File: src/rtl/ssu_pkg.sv
package ssu_pkg;
    localparam int unsigned BYTE_W        = 8;
    localparam logic [7:0]  STUFF_TRIGGER = 8'hFF;
    localparam logic [7:0]  STUFF_FILL    = 8'h00;
endpackage

File: src/rtl/ssu_seq.sv
// Byte sequencer: walks the valid bytes MSB first and inserts the fill byte
// after every trigger byte.
module ssu_seq #(
    parameter int unsigned WORD_BYTES = 4,
    parameter int unsigned CNT_W      = 3
) (
    input  logic                        clk,
    input  logic                        rst,
    input  logic                        start_i,
    input  logic [WORD_BYTES*8-1:0]     word_i,
    input  logic [CNT_W-1:0]            count_i,
    input  logic                        ack_i,
    output logic                        busy_o,
    output logic [7:0]                  byte_o
);
    import ssu_pkg::*;

    localparam int unsigned WORD_W = WORD_BYTES * BYTE_W;
    localparam int unsigned REM_W  = $clog2(WORD_BYTES + 1);

    typedef struct packed {
        logic              busy;
        logic              stuff;
        logic [REM_W-1:0]  rem;
        logic [WORD_W-1:0] word;
    } seq_t;

    seq_t seq_d, seq_q;
    logic [7:0] head_byte;

    assign head_byte = seq_q.word[WORD_W-1 -: BYTE_W];

    always_comb begin
        seq_d = seq_q;
        if (!seq_q.busy) begin
            if (start_i && (count_i != '0)) begin
                seq_d.busy  = 1'b1;
                seq_d.stuff = 1'b0;
                seq_d.word  = word_i;
                if (int'(count_i) > int'(WORD_BYTES))
                    seq_d.rem = REM_W'(WORD_BYTES);
                else
                    seq_d.rem = REM_W'(count_i);
            end
        end else if (ack_i) begin
            if (seq_q.stuff) begin
                seq_d.stuff = 1'b0;
                seq_d.busy  = (seq_q.rem != '0);
            end else begin
                seq_d.word  = seq_q.word << BYTE_W;
                seq_d.rem   = seq_q.rem - REM_W'(1);
                seq_d.stuff = (head_byte == STUFF_TRIGGER);
                seq_d.busy  = (seq_q.rem != REM_W'(1)) || (head_byte == STUFF_TRIGGER);
            end
        end
    end

    always_ff @(posedge clk) begin
        if (rst) seq_q <= '0;
        else     seq_q <= seq_d;
    end

    assign busy_o = seq_q.busy;
    assign byte_o = seq_q.stuff ? STUFF_FILL : head_byte;

    // a zero-count start leaves the unit idle
    a_r8_zero_count_idle: assert property (@(posedge clk) disable iff (rst)
        (!seq_q.busy && start_i && count_i == '0) |=> !seq_q.busy);

    // a start during a store does not disturb the word being drained
    a_r7_busy_start_ignored: assert property (@(posedge clk) disable iff (rst)
        (seq_q.busy && start_i && !ack_i) |=> ($stable(seq_q.word) && $stable(seq_q.rem)));

    // no progress without an acknowledge
    a_r4_no_ack_no_step: assert property (@(posedge clk) disable iff (rst)
        (seq_q.busy && !ack_i) |=> ($stable(seq_q.stuff) && seq_q.busy));
endmodule

File: src/rtl/ssu_addr.sv
// Write address pointer: loadable when idle, steps on each accepted byte.
module ssu_addr #(
    parameter int unsigned ADDR_W = 32
) (
    input  logic              clk,
    input  logic              rst,
    input  logic              busy_i,
    input  logic              step_i,
    input  logic              load_i,
    input  logic [ADDR_W-1:0] load_val_i,
    output logic [ADDR_W-1:0] addr_o
);
    logic [ADDR_W-1:0] addr_d, addr_q;

    always_comb begin
        addr_d = addr_q;
        if (busy_i) begin
            if (step_i) addr_d = addr_q + ADDR_W'(1);
        end else if (load_i) begin
            addr_d = load_val_i;
        end
    end

    always_ff @(posedge clk) begin
        if (rst) addr_q <= '0;
        else     addr_q <= addr_d;
    end

    assign addr_o = addr_q;

    // one step per accepted byte
    a_r5_step_by_one: assert property (@(posedge clk) disable iff (rst)
        (busy_i && step_i) |=> (addr_q == $past(addr_q) + ADDR_W'(1)));

    // loads are refused during a store
    a_r9_load_blocked_busy: assert property (@(posedge clk) disable iff (rst)
        (busy_i && !step_i) |=> $stable(addr_q));
endmodule

File: src/rtl/stuff_store_unit.sv
module stuff_store_unit #(
    parameter int unsigned WORD_BYTES = 4,
    parameter int unsigned CNT_W      = 3,
    parameter int unsigned ADDR_W     = 32
) (
    input  logic                    clk,
    input  logic                    rst,
    input  logic                    start_i,
    input  logic [WORD_BYTES*8-1:0] data_i,
    input  logic [CNT_W-1:0]        count_i,
    input  logic                    addr_wr_i,
    input  logic [ADDR_W-1:0]       addr_wdata_i,
    output logic [ADDR_W-1:0]       addr_o,
    output logic                    mem_req_o,
    output logic [ADDR_W-1:0]       mem_addr_o,
    output logic [7:0]              mem_data_o,
    input  logic                    mem_ack_i,
    output logic                    stall_o
);
    import ssu_pkg::*;

    logic       busy;
    logic [7:0] cur_byte;
    logic [ADDR_W-1:0] ptr;

    ssu_seq #(.WORD_BYTES(WORD_BYTES), .CNT_W(CNT_W)) u_seq (
        .clk     (clk),
        .rst     (rst),
        .start_i (start_i),
        .word_i  (data_i),
        .count_i (count_i),
        .ack_i   (mem_ack_i),
        .busy_o  (busy),
        .byte_o  (cur_byte)
    );

    ssu_addr #(.ADDR_W(ADDR_W)) u_addr (
        .clk        (clk),
        .rst        (rst),
        .busy_i     (busy),
        .step_i     (mem_ack_i),
        .load_i     (addr_wr_i),
        .load_val_i (addr_wdata_i),
        .addr_o     (ptr)
    );

    assign addr_o     = ptr;
    assign mem_addr_o = ptr;
    assign mem_data_o = cur_byte;
    assign mem_req_o  = busy;
    assign stall_o    = busy;

    // reset leaves the unit idle at address zero
    a_r1_reset_idle: assert property (@(posedge clk)
        rst |=> (!stall_o && !mem_req_o && addr_o == '0));

    // an accepted start raises request and stall next cycle
    a_r2_start_raises: assert property (@(posedge clk) disable iff (rst)
        (!stall_o && start_i && count_i != '0) |=> (stall_o && mem_req_o));

    // an accepted trigger byte is followed by the fill byte
    a_r3_fill_follows: assert property (@(posedge clk) disable iff (rst)
        (mem_req_o && mem_ack_i && mem_data_o == STUFF_TRIGGER) |=>
        (mem_req_o && mem_data_o == STUFF_FILL));

    // a pending write holds its request, address and data
    a_r4_hold_until_ack: assert property (@(posedge clk) disable iff (rst)
        (mem_req_o && !mem_ack_i) |=>
        (mem_req_o && $stable(mem_addr_o) && $stable(mem_data_o)));
endmodule

File: config.mk
export PLATFORM = sky130hd
export DESIGN_NAME = stuff_store_unit
export DESIGN_NICKNAME = d
export VERILOG_FILES = /design/src/rtl/ssu_pkg.sv /design/src/rtl/ssu_seq.sv /design/src/rtl/ssu_addr.sv /design/src/rtl/stuff_store_unit.sv
export SDC_FILE = /design/constraint.sdc
export NUM_CORES = 1
export LEC_CHECK = 0
export ABC_AREA = 0
export BUFFER_PORTS_ARGS = -buffer_cell sky130_fd_sc_hd__buf_4
export CORE_ASPECT_RATIO = 1.5
export CORE_MARGIN = 5
export CORE_UTILIZATION = 40
export DETAILED_ROUTE_END_ITERATION = 12
export GPL_TIMING_DRIVEN = 0
export PLACE_DENSITY = 0.8
export REMOVE_ABC_BUFFERS = 1
export SYNTH_ARGS = -nofsm -noshare
export SYNTH_HDL_FRONTEND = slang
export SYNTH_SLANG_ARGS = --single-unit
File: constraint.sdc
create_clock -name clk -period 1.6 [get_ports clk]
set_input_delay 0.08 -clock clk [delete_from_list [all_inputs] [get_ports clk]]
set_output_delay 0.08 -clock clk [all_outputs]
set_load 0.02 [all_outputs]
; ---- Word-level counts from Yosys, hierarchy flattened
; Cells that the tools add are included.
[op_classes]
n_addsub = 2
multipliers = 0
div_mod_pow = 0
order_cmp = 1
n_eq_ne = 4
shift = 0
n_mux = 10
bitwise = 0
reduce_logical = 9
[ops]
columns = operator, count
row1 = $mux W37, 3
row2 = $mux W32, 3
row3 = $mux W35, 1
row4 = $add A32 B1 Y32 const B, 1
row5 = $eq A8 B8 Y1 const B, 1
row6 = $mux W8, 1
row7 = $reduce_bool A3 Y1, 2
row8 = $ne A2 B2 Y1 const B, 2
row9 = $reduce_and A2 Y1, 2
row10 = $reduce_bool A2 Y1, 2
row11 = $gt A3 B3 Y1 const B, 1
row12 = $mux W3, 1
row13 = $ne A3 B1 Y1 const B, 1
row14 = $reduce_and A3 Y1, 1
row15 = $sub A3 B1 Y3 const B, 1
row16 = $mux W2, 1
row17 = $logic_and A1 B1 Y1, 1
row18 = $logic_or A1 B1 Y1, 1
[word_totals]
ff_bits = 69
latchBits = 0
ramBits = 0
mem_bits_ro = 0
input_bits = 72
output_inout_bits = 74
word_cells = 31
memories = 0

; ---- Logic depth before layout (Yosys ltp)
[depth]
depth_word = 5
ltp_mapped = 6
ltp_nobuf = 6

; ---- Modules after synthesis
; From an unflattened synthesis, not the netlist that was laid out.
[unflattened]
cells_unflattened = 495
area_unflattened_um2 = 4100.2
[by_module_without_submodules]
columns = module, n_inst, cells_each, area_per_inst_um2, seq_area_each_um2
row1 = ssu_addr, 1, 269, 2113.3, 640.6
row2 = ssu_seq, 1, 193, 1739.2, 740.7
row3 = stuff_store_unit, 1, 33, 247.7, 0.0

; ---- Least setup slack after synthesis
; OpenSTA, ideal clock, no wires.
[synth_path]
path_type = register -> register
from = register u_addr.addr_q[1], in the netlist u_addr.addr_o[1]
to = register u_addr.addr_q[28], in the netlist u_addr.addr_o[28]
arrival_ps = 1720
t_required_ps = 1484
setup_slack_ps = -236
stages_incl_launch_ff = 7
n_path_buf = 1
synth_period_minus_slack_ps = 1836
cell_sequence = dfxtp_1 -> ha_1 -> nand3_2 -> nor4_2 -> buf_4 -> nand4_1 -> o211a_1
[synth_between]
elab_chain_cells = 3
[synth_rtl]
columns = element, line_no
row1 = from (decl), ssu_addr.sv:13  ; logic [ADDR_W-1:0] addr_d, addr_q;
row2 = from (signal assigned), ssu_addr.sv:26  ; else addr_q <= addr_d;
row3 = $add A32 B1 Y32, ssu_addr.sv:18  ; if (step_i) addr_d = addr_q + ADDR_W'(1);
row4 = $mux W32, ssu_addr.sv:18
row5 = $mux W32, ssu_addr.sv:17  ; if (busy_i) begin
; No other way between the ends. The select of a mux whose other input is x is not followed.
; A chain may end at the register's enable or synchronous reset.

; ---- Final worst setup path
[layout_path]
from = register u_addr.addr_q[13], in the netlist u_addr.addr_o[13]
to = register u_addr.addr_q[28], in the netlist u_addr.addr_o[28]
; The elaborated chain is that of the path after synthesis.

==> reports/results.md <==
Status
• complete, but fails checks — status
• setup timing — violated checks

Global routing
• 4496 — number of global-route vias before repair
• 21.4% — total routing usage reported by global routing
• 0 — antenna violations before repair
• 62 — maximum number of pins on one net before global-route repair
• 0 — global route overflow
• 21300 µm — global-route wire length before repair

Yosys
• 35.1% — Seq/Total Area, Yosys
• sky130_fd_sc_hd__dfxtp_1 — library cell with the highest instance count after synthesis
• sky130_fd_sc_hd__dfxtp_1 — Post-synth top flop
• 69 — register bit count reported by yosys
• 35.1% — fraction of post-synthesis cell area in the top cell type by area
• sky130_fd_sc_hd__dfxtp_1 — library cell occupying the most area in the post-synthesis netlist
• 56 — post-synth cell types
• 0% — share of synthesized flip-flops with an asynchronous set or reset
• 474 — Post-Syn Instances
• 8.30 µm² — mean instance size in the synthesized netlist
• sky130_fd_sc_hd__dfxtp_1, sky130_fd_sc_hd__buf_4, sky130_fd_sc_hd__a22oi_1 — cells taking the most area after synthesis
• 0 — Yosys warning count
• sky130_fd_sc_hd__dfxtp_1, sky130_fd_sc_hd__nand2_1, sky130_fd_sc_hd__a21oi_1 — list of most frequent post-synthesis cells
• 0 — number of synthesized flops with an enable pin
• 3930 µm² — Netlist Area Pre-Place

Layout
• 0 — Antenna Diode Count
• 692 — post-layout net count
• 5900 µm² — area of all placed cells without fillers
• 792 — number of inserted filler cells in the final layout
• 1450 µm² — register cell area after layout
• 42.8% — fraction of layout instances using a drive strength above 1
• 50.0% — Area Overhead vs Synth
• 2340 µm² — Multi-input gate area

Floorplan
• 131 µm — die height
• 146 — number of I/O pins
• 12000 µm² — die area
• 91.0 µm — die width
• 9630 µm² — floorplan core area
• 44 — site row count
• 40.8% — Starting Density

Placement
• 8730 µm — half-perimeter wire length after placement
• 145 — port buffer count
• 0.798 — routability-driven placement congestion ratio
• 4820 µm² — placed standard-cell area

STA
• 48.1% — relative slew slack
• 0 — number of hold-slack violations in the final timing report
• 5 — Finish-stage setup viols
• 0 — final slew viol count
• -0.0397 ns — min setup slack post-route
• true — RSZ-0062 raised after global routing
• 0.000935 ns — hold slack final
• 102% — part of the cycle the worst path needs
• -0.0886 ns — summed negative setup slack over all endpoints
• 1.64 ns — min Tclk post-route
• 0.00626 ns — Setup Skew
• 0.772 ns — Least-Margin Pin Slew
• 610 MHz — Highest Clock Rate

Worst setup path
• u_addr.addr_o[13]$_SDFFE_PP0P_ — Crit Reg-Reg Startpoint
• 6 — maximum fanout along the worst path
• 1.87 ns — CP arrival
• nand4_1 -> buf_6 -> nor4_4 -> buf_4 -> buf_12 -> nand4_1 -> o211a_1 — worst path cell trace
• 3 — count of buffering cells on the critical path with inverters included
• 7 — Register-to-Register Path Depth
• -0.04 ns — Register-to-Register Setup Slack
• sky130_fd_sc_hd__nand4_1 — most used cell, CP
• flop — category of the worst setup path capture point
• u_addr.addr_o[13]$_SDFFE_PP0P_ — crit path launch
• flop — CP Launch Type
• 0.38 ns — crit-path max cell delay
• sky130_fd_sc_hd__dfxtp_4 — cell at the slowest stage of the critical path
• 7 — WP depth
• buffers and inverters — CP delay by family, top
• 1.83 ns — required time of the critical path
• flop to flop — critical setup path kind

Clocking
• 3 — H-tree depth
• 2 — clock buffer depth
• 0.34 ns — clock insertion delay at the later pin of the skew report
• 9 — cts bufs inserted
• sky130_fd_sc_hd__clkbuf_16 — clock root buffer
• 0.06 ns — clock transition at the register clock pins on the worst setup and hold paths after CTS
• built — TritonCTS clock tree
• 69 — # clock sinks

Hold path
• 3 — Hold Path Cell Cnt
• input pin to flop — path category of the worst min-delay check
• addr_wdata_i[18] — Hold Crit Start

Drt
• 14600 µm — routed wire length
• 406 — Iter 0 DRT Violations
• 0 — number of remaining DRC errors
• 19.8 µm — routed wirelength normalized by instance count
• 0 — count of antenna-violating nets left after detailed routing
• 4447 — routed vias
• 6.04 — via/cell ratio
• 6 — Pre-Repair DR Iteration Count

Job
• 0 — # Max-Cap Violations

Power and ir drop
• 0.854 mV — IR drop worst, VDD
• 2.45 nW — standby leakage power
• 1010 nW/µm² — total power per unit cell area
• 5.94 mW — total chip power

==> layer usage <==
layer / GRT usage, % / up-vias / part of all wire (%)
li1: - / 2062 / -
met5: 0 / - / 0
met2: 36.0 / 234 / 51
met1: 22.2 / 2096 / 35
met3: 8.35 / 55 / 10
met4: 12.5 / 0 / 4.1
==> through the flow <==
| step | setup WS, ns | std cells | util (%) |
|---|---|---|---|
| global placement | -1.85 | 666 | 49.5 |
| finish | -0.0397 | 736 | 61.2 |
| detailed placement | -1.32 | 669 | 50.1 |
| global route | -0.128 | 736 | 61.2 |
| CTS | -0.00937 | 708 | 57.8 |
| floorplan | -1.16 | 406 | - |
==> state kept, by name, indices dropped and copies added (netlist names) <==
register,cells
u_addr.addr_o,32
u_seq.busy_o,1
u_seq.head_byte,8
u_seq.seq_q,28
==> repair_timing <==
action,CTS,global route
setup endpoints to repair,71,24
pin swaps,8,16
setup buffers,15,23
hold endpoints to repair,8,0
gates resized for setup,56,26
hold buffers,8,0
gates cloned,0,5
==> final cells by class <==
class                      count  share of cell area (%)
clock inverter                 7                    2.33
sequential                    69                    24.6
inverter                       7                   0.446
timing repair buffer         196                    26.6
multi-input combinational    333                    39.8
clock buffer                   9                    3.82
tap                          115                    2.44
==> cells in the final DEF, fill, tap and decap left out, types with 10 or more instances in the layout <==
| master | n |
|---|---|
| sky130_fd_sc_hd__a211oi_1 | 19 |
| sky130_fd_sc_hd__a21oi_1 | 43 |
| sky130_fd_sc_hd__a22oi_1 | 31 |
| sky130_fd_sc_hd__o21ai_0 | 18 |
| sky130_fd_sc_hd__dfxtp_1 | 47 |
| sky130_fd_sc_hd__nor3_1 | 10 |
| sky130_fd_sc_hd__buf_4 | 178 |
| sky130_fd_sc_hd__and3_1 | 11 |
| sky130_fd_sc_hd__clkbuf_16 | 10 |
| sky130_fd_sc_hd__dfxtp_4 | 17 |
| sky130_fd_sc_hd__nand4_1 | 17 |
| sky130_fd_sc_hd__nor2_1 | 12 |
| sky130_fd_sc_hd__nand2_1 | 46 |
==> cells by family after synthesis <==
family,count (synthesis),share of synthesized area (%)
adder cells (fa/ha/maj),4,1.27
multiplexers,8,2.10
AND/OR/NAND/NOR,163,24.0
buffers and inverters,75,10.7
AO/OA/AOI/OAI,155,26.8
flip-flops,69,35.1
==> path summary, 6_finish.rpt <==
| kind | to |
|---|---|
| min reg2reg | u_seq.seq_q[8]$_SDFFE_PP0P_ |
| max reg2reg | u_addr.addr_o[28]$_SDFFE_PP0P_ |
| min | u_addr.addr_o[18]$_SDFFE_PP0P_ |
| max | u_addr.addr_o[28]$_SDFFE_PP0P_ |
==> tightest hold or removal path: stages <==
cell and delay [ns]:
sky130_fd_sc_hd__buf_4 0.11, sky130_fd_sc_hd__nand2_1 0.05, sky130_fd_sc_hd__a31oi_1 0.06
==> where the power goes <==
group          total (mW)  switching, mW  internal, mW
combinational        1.40          0.748         0.647
sequential           2.07          0.196          1.87
clock                2.47          0.800          1.67
total                5.94           1.74          4.19
(Power assumes the default switching activity.)
